[src/rtl/fsrx_pkg.sv]
package fsrx_pkg;
    typedef enum logic [1:0] {
        ST_IDLE    = 2'd0,
        ST_CAPTURE = 2'd1,
        ST_FILLER  = 2'd2
    } fsrx_state_e;
endpackage

[src/rtl/fsrx_sync.sv]
module fsrx_sync #(
    parameter int WIDTH  = 1,
    parameter int STAGES = 2
) (
    input  logic             clk,
    input  logic             rst_n,
    input  logic [WIDTH-1:0] d,
    output logic [WIDTH-1:0] q
);
    logic [WIDTH-1:0] stage_q [STAGES];

    always_ff @(posedge clk) begin
        if (!rst_n) stage_q[0] <= '0;
        else        stage_q[0] <= d;
    end

    for (genvar s = 1; s < STAGES; s++) begin : g_stage
        always_ff @(posedge clk) begin
            if (!rst_n) stage_q[s] <= '0;
            else        stage_q[s] <= stage_q[s-1];
        end
    end

    assign q = stage_q[STAGES-1];
endmodule

[src/rtl/fsrx_rise.sv]
module fsrx_rise #(
    parameter int WIDTH = 1
) (
    input  logic             clk,
    input  logic             rst_n,
    input  logic [WIDTH-1:0] lvl,
    output logic [WIDTH-1:0] rise
);
    logic [WIDTH-1:0] prev_q;

    always_ff @(posedge clk) begin
        if (!rst_n) prev_q <= '0;
        else        prev_q <= lvl;
    end

    assign rise = lvl & ~prev_q;
endmodule

[src/rtl/fsrx_sample_bank.sv]
module fsrx_sample_bank #(
    parameter int TOTAL_BITS = 192
) (
    input  logic                  clk,
    input  logic                  rst_n,
    input  logic                  shift_en,
    input  logic                  load_en,
    input  logic                  bit_in,
    output logic [TOTAL_BITS-1:0] words
);
    logic [TOTAL_BITS-1:0] shreg_q;

    always_ff @(posedge clk) begin
        if (!rst_n) begin
            shreg_q <= '0;
            words   <= '0;
        end else begin
            if (shift_en) shreg_q <= {shreg_q[TOTAL_BITS-2:0], bit_in};
            if (load_en)  words   <= {shreg_q[TOTAL_BITS-2:0], bit_in};
        end
    end
endmodule

[src/rtl/fsync_adc_rx.sv]
module fsync_adc_rx #(
    parameter int CHANNELS    = 8,
    parameter int SAMPLE_W    = 24,
    parameter int SYNC_STAGES = 2
) (
    input  logic                         clk,
    input  logic                         rst_n,
    input  logic                         fsync_in,
    input  logic                         dclk_in,
    input  logic                         dout_in,
    output logic [CHANNELS*SAMPLE_W-1:0] samples_o,
    output logic                         frame_valid_o,
    output logic                         filler_error_o,
    output logic                         short_frame_o
);
    import fsrx_pkg::*;

    localparam int TOTAL_BITS = CHANNELS * SAMPLE_W;
    localparam int CNT_W      = $clog2(TOTAL_BITS);
    localparam logic [CNT_W-1:0] LAST_IDX = CNT_W'(TOTAL_BITS - 1);

    logic [2:0]      sync_vec;
    logic [1:0]      rise_vec;
    logic            fs_rise, dclk_rise, dat_s;
    fsrx_state_e     state_q, state_d;
    logic [CNT_W-1:0] bit_cnt_q;
    logic            last_bit, shift_en, load_en, filler_hit, short_hit;

    fsrx_sync #(.WIDTH(3), .STAGES(SYNC_STAGES)) sync_i (
        .clk   (clk),
        .rst_n (rst_n),
        .d     ({fsync_in, dclk_in, dout_in}),
        .q     (sync_vec)
    );

    fsrx_rise #(.WIDTH(2)) rise_i (
        .clk   (clk),
        .rst_n (rst_n),
        .lvl   (sync_vec[2:1]),
        .rise  (rise_vec)
    );

    assign fs_rise   = rise_vec[1];
    assign dclk_rise = rise_vec[0];
    assign dat_s     = sync_vec[0];

    // Next-state logic; a strobe edge wins over a coincident clock edge.
    always_comb begin
        state_d = state_q;
        unique case (state_q)
            ST_IDLE:    if (fs_rise) state_d = ST_CAPTURE;
            ST_CAPTURE: begin
                if (fs_rise)                    state_d = ST_CAPTURE;
                else if (dclk_rise && last_bit) state_d = ST_FILLER;
            end
            ST_FILLER:  if (fs_rise) state_d = ST_CAPTURE;
            default:    state_d = ST_IDLE;
        endcase
    end

    always_ff @(posedge clk) begin
        if (!rst_n) state_q <= ST_IDLE;
        else        state_q <= state_d;
    end

    assign last_bit   = (bit_cnt_q == LAST_IDX);
    assign shift_en   = (state_q == ST_CAPTURE) && dclk_rise && !fs_rise;
    assign load_en    = shift_en && last_bit;
    assign filler_hit = (state_q == ST_FILLER) && dclk_rise && !fs_rise && !dat_s;
    assign short_hit  = (state_q == ST_CAPTURE) && fs_rise;

    always_ff @(posedge clk) begin
        if (!rst_n) begin
            bit_cnt_q      <= '0;
            frame_valid_o  <= 1'b0;
            filler_error_o <= 1'b0;
            short_frame_o  <= 1'b0;
        end else begin
            if (fs_rise)       bit_cnt_q <= '0;
            else if (shift_en) bit_cnt_q <= bit_cnt_q + 1'b1;
            frame_valid_o  <= load_en;
            filler_error_o <= filler_error_o | filler_hit;
            short_frame_o  <= short_frame_o | short_hit;
        end
    end

    fsrx_sample_bank #(.TOTAL_BITS(TOTAL_BITS)) bank_i (
        .clk      (clk),
        .rst_n    (rst_n),
        .shift_en (shift_en),
        .load_en  (load_en),
        .bit_in   (dat_s),
        .words    (samples_o)
    );
endmodule

[config.mk]
export PLATFORM = sky130hd
export DESIGN_NAME = fsync_adc_rx
export DESIGN_NICKNAME = d
export VERILOG_FILES = /design/src/rtl/fsrx_pkg.sv /design/src/rtl/fsrx_sync.sv /design/src/rtl/fsrx_rise.sv /design/src/rtl/fsrx_sample_bank.sv /design/src/rtl/fsync_adc_rx.sv
export SDC_FILE = /design/constraint.sdc
export NUM_CORES = 1
export LEC_CHECK = 0
export ABC_AREA = 1
export CORE_UTILIZATION = 50
export DETAILED_ROUTE_END_ITERATION = 8
export DONT_BUFFER_PORTS = 1
export HOLD_SLACK_MARGIN = 0.15
export PLACE_DENSITY = 0.63
export SLEW_MARGIN = 15
export SYNTH_ARGS = -nofsm -noshare
export SYNTH_HDL_FRONTEND = slang
export SYNTH_SLANG_ARGS = --single-unit
[constraint.sdc]
create_clock -name clk -period 5.1 [get_ports clk]
set_clock_uncertainty 0.15 [all_clocks]
set_input_delay 1.02 -clock clk [delete_from_list [all_inputs] [get_ports clk]]
set_output_delay 1.02 -clock clk [all_outputs]
set_load 0.02 [all_outputs]
# Word level (Yosys, flattened, before mapping)
# Memory sizes are Yosys's and may differ from the RTL's.
# Index checks and enable logic that the tools add are counted.
[classes]
addsub = 1
eq_ne = 5
muxes = 8
n_bitwise = 7
n_reduce_logical = 14
[ops]
columns = ["operator", "n"]
rows = [
  ["8-bit by 1-bit adder with 8-bit output, second input constant", 1],
  ["8-bit == test, second input constant", 1],
  ["1-bit logical AND", 8],
  ["2-bit 2-to-1 mux", 3],
  ["3-bit 2-to-1 mux", 2],
  ["1-bit bitwise OR", 4],
  ["2-bit case mux with 2 select lines", 1],
  ["2-bit OR reduction", 2],
  ["3-bit by 2-bit != test with 1-bit output, second input constant", 1],
  ["2-bit bitwise AND", 1],
  ["2-bit by 1-bit == test with 1-bit output, second input constant", 1],
  ["2-bit == test, second input constant", 1],
  ["1-bit logical NOT", 2],
  ["2-bit logical NOT", 1],
  ["1-bit 2-to-1 mux", 2],
  ["2-bit by 1-bit != test with 1-bit output, second input constant", 1],
  ["2-bit NOT", 1],
  ["2-bit AND reduction", 1],
  ["1-bit NOT", 1],
]
[totals]
regBits = 398
ram_bits = 6
inputBits = 5
output_inout_bits = 195
elab_cells = 44
n_memories = 1
[mem_list]
columns = ["memory", "depth", "width", "read_ports", "rd_clocked_by_memory_dff", "write_ports", "line_no", "source"]
rows = [
  ["sync_i.stage_q", 2, 3, 2, 0, 2, "fsrx_sync.sv:10", "logic [WIDTH-1:0] stage_q [STAGES];"],
]

# Depth between registers and ports, before layout
[depth]
depth_word = 6
ltp_mapped = 10

# By module
# Synthesis repeated with hierarchy kept, for this count alone.
[hier_totals]
cells_unflattened = 2354
hier_area_um2 = 16106.7
[modules_own_cells]
columns = ["module", "instances", "cells_per_inst", "area_per_inst_um2"]
rows = [
  ["fsrx_sample_bank", 1, 2236, 15235.9],
  ["fsync_adc_rx", 1, 90, 630.6],
  ["fsrx_sync", 1, 18, 165.2],
  ["fsrx_rise", 1, 10, 75.1],
]

# Worst setup path before layout
# OpenSTA, ideal clock, no wires.
[synth_timing]
path_kind = "input-to-reg"
start = "input rst_n"
end = "register bank_i.shreg_q[100]"
setup_ns = 0.132
arrival_time_ns = 1.698
required_ns = 4.818
slack_ns = 3.120
path_stages = 4
cell_sequence = "inv_1 clkbuf_1 clkbuf_1 a21oi_1"
[synth_lines]
columns = ["element", "line_no", "source"]
rows = [
  ["from (decl)", "fsync_adc_rx.sv:7", "input logic rst_n,"],
  ["to (signal assigned)", "fsrx_sample_bank.sv:18", "if (shift_en) shreg_q <= {shreg_q[TOTAL_BITS-2:0], bit_in};"],
  ["to (decl)", "fsrx_sample_bank.sv:11", "logic [TOTAL_BITS-1:0] shreg_q;"],
]
# No word-level cell between the ends.

# Final worst setup path
[layout_timing]
start = "register bit_cnt_q[0]"
end = "register bank_i.words[130]"
[layout_via]
elab_chain_len = 2
[layout_rtl]
columns = ["element", "line_no", "source"]
rows = [
  ["from (decl)", "fsync_adc_rx.sv:26", "logic [CNT_W-1:0] bit_cnt_q;"],
  ["from (signal assigned)", "fsync_adc_rx.sv:80", "else if (shift_en) bit_cnt_q <= bit_cnt_q + 1'b1;"],
  ["8-bit == test", "fsync_adc_rx.sv:66", "assign last_bit = (bit_cnt_q == LAST_IDX);"],
  ["1-bit logical AND", "fsync_adc_rx.sv:68", "assign load_en = shift_en && last_bit;"],
  ["to (signal assigned)", "fsrx_sample_bank.sv:19", "if (load_en) words <= {shreg_q[TOTAL_BITS-2:0], bit_in};"],
  ["to (decl)", "fsrx_sample_bank.sv:9", "output logic [TOTAL_BITS-1:0] words"],
]
# Every way passes these cells.
# A chain may end at the register's enable or synchronous reset.

==> key figures <==
Placement
  • Routability Congestion: 0.717
  • I/O Buffers: 0
  • Hpwl dp: 16600 um

Timing
  • Final hold vios: 0
  • Period minus WS final: 3.21 ns
  • Slew HR: 12.6%
  • Fin. max-slew vios: 0
  • RSZ-0062 raised after global routing: no
  • Setup-failing EPs final: 0
  • Worst Max-Slew Pin Slew: 1.31 ns
  • Worst hold slack: 0.234 ns
  • Setup TNS: 0 ns
  • Max Fclk: 312 MHz
  • Period utilisation layout: 62.9%

Clocking
  • Clk pin slew, worst setup/hold paths: 0.06 ns
  • CTS Buffer Depth: 3
  • CTS Hold Bufs: 0
  • TritonCTS buffer count: 42
  • PostCTS Resize Cnt: 0
  • # clock sinks: 404
  • Clock tree root buffer cell: clkbuf_16
  • # Post-CTS Setup Buffers: 0
  • Clock Latency Late Sink: 0.52 ns
  • CTS H-Tree Depth: 2
  • CTS tree: built

Worst setup path
  • CP endpoint kind: register
  • CP Class: reg -> reg
  • Worst Path Max Fanout: 100
  • Setup crit start kind: register
  • Reg-to-Reg End: bank_i.words[130]
  • Worst reg2reg setup slack: 1.89 ns
  • R2R cell count: 7
  • CP Data Required Time: 5.30 ns
  • Worst r2r src: bit_cnt_q[0]
  • WP data arrival: 3.41 ns

Final layout
  • Share of layout cells above drive strength 1: 4.49%
  • Commonest non-fill, non-tap cell in the layout: nand2_1
  • Most frequent cells in the layout: nand2_1, dfxtp_1, a21oi_1
  • # fillers: 2736
  • Nets: 1697
  • Ant diodes: 0
  • P&R area growth vs syn: 7.60%

Min path
  • Hold Crit Start: sync_i.stage_q[0][0]
  • Hold EP: sync_i.stage_q[1][0]
  • HP Class: reg -> reg
  • Hold path depth: 2

Logic synthesis
  • Synth async-reset ratio: 0%
  • Yosys cell types: 24
  • Seq/Total Area, Yosys: 56.5%
  • Syn avg cell area: 8.02 um2
  • Mapped Cells: 1785
  • Number of flops mapped to enable cells by yosys: 0
  • Register bit count reported by yosys: 404
  • Most used DFF post-synth: dfxtp_1
  • Yosys warnings: 0
  • Post-Syn Nets: 1791
  • Cell Area, Synth: 14300 um2

Floorplan
  • Core area: 28000 um2
  • IO Count: 200
  • Row Count: 61
  • Die height: 171 um
  • Die Area: 29300 um2
  • Initial Utilization: 51.1%
  • Width of the die: 171 um

Power and ir drop
  • Pwr dens: 393 nW/um2
  • VDD IR-drop max: 0.263 mV
  • Static Leak: 0.00491 uW

Routing
  • Post-Route WL: 30100 um
  • Final ANT Viol Nets: 0
  • DRC viols: 0
  • WL/cell: 14.4 um
  • DRT iter0 DRCs: 731
  • Vias per inst: 5.28
  • Initial DRT Pass Iterations: 5
  • Vias: 11100

Global route
  • First-pass GRT wire length: 49100 um
  • GRT overflow: 0
  • Largest net degree at the start of global routing: 273
  • Vias in the first global route: 9865
  • Initial antenna violation count: 0
  • Gr usage total: 20.1%

Flow run
  • Max_cap viols: 0

Status
  • Outcome: finished, final reports clean
[kinds of logic (layout without fill, tap and decap cells)]
family                     count (synthesis)  after routing  synth area share [%]
and+or+nand+nor                          764            764                  22.0
adders and majority gates                  1              1                0.0874
DFF                                      404            404                  56.5
buffers and inverters                    189            118                  6.45
xor gates and xnor gates                   1              1                0.0612
AOI/OAI and AO/OA                        426            426                  14.9
[sequential cells by signal (all words and copies together) (netlist names)]
register	count
bank_i.shreg_q	191
bank_i.words	192
bit_cnt_q	8
sync_i.stage_q	6
frame_valid_o	1
rise_i.prev_q	2
filler_error_o	1
state_q	2
short_frame_o	1
[worst max-delay path by stage]
stage	startpoint	endpoint	slack, ns	cells past startpoint
2_1_floorplan	rst_n	bank_i.shreg_q[100]	3.12	4
3_3_place_gp	bit_cnt_q[0]	bank_i.words[24]	1.98	7
3_5_place_dp	bit_cnt_q[0]	bank_i.words[187]	1.85	7
4_1_cts	bit_cnt_q[0]	bank_i.words[187]	1.83	7
5_1_grt	bit_cnt_q[0]	bank_i.words[184]	1.51	7
6_report	bit_cnt_q[0]	bank_i.words[130]	1.89	7
[synthesized netlist by cell type (2+ instances only)]
library cell | count | area (um2)
a21oi_1 | 390 | 1950
buf_6 | 10 | 113
nor2_1 | 12 | 45.0
nand2_1 | 547 | 2050
nand3b_1 | 2 | 15.0
nor3_1 | 2 | 10.0
buf_4 | 13 | 97.6
clkbuf_1 | 53 | 199
nor2_4 | 2 | 22.5
inv_2 | 2 | 7.51
inv_1 | 38 | 143
dfxtp_1 | 404 | 8090
nand3_1 | 196 | 981
buf_2 | 72 | 360
o21ai_0 | 33 | 165
[critical path, stage by stage (launching register included)]
cell and delay, ns:
dfxtp_1 0.37, ha_1 0.22, nand3_1 0.15, nor2_4 0.60
nand2_4 0.76, buf_4 0.57, nand2_1 0.12, a21oi_1 0.07
[where the power goes]
| part | switching (uW) | internal (uW) | total (uW) |
|---|---|---|---|
| sequential | 3.88 | 3160 | 3170 |
| combinational | 65.1 | 11.0 | 76.1 |
| clock | 1170 | 1640 | 2810 |
[layout make-up]
class / instances / area, um2 / area share, %
clock buffer: 59 / 1210 / 7.83
sequential: 404 / 8090 / 52.5
timing repair buffer: 11 / 108 / 0.698
clock inverter: 8 / 47.5 / 0.309
multi-input combinational: 1192 / 5330 / 34.6
inverter: 40 / 158 / 1.02
tap: 378 / 473 / 3.07
[layer usage]
metal | vias to the layer above | GRT usage, % | part of all wire, %
met5 | - | 0 | 0
met4 | 0 | 5.43 | 1.8
met3 | 37 | 6.97 | 8.4
met2 | 223 | 31.3 | 44
met1 | 5111 | 26.4 | 45
li1 | 5680 | - | -
[through the flow]
step                utilization (%)  area [um2]  cells  worst slack (ns)  total power (uW)
floorplan                         -       14300   1785              3.12              3300
global placement               50.5       14200   2025              1.98              3310
detailed placement             50.5       14200   2025              1.85              3310
CTS                            55.0       15400   2092              1.83              6120
global route                   55.0       15400   2092              1.51              6260
finish                         55.0       15400   2092              1.89              6050
(Power assumes the default switching activity.)
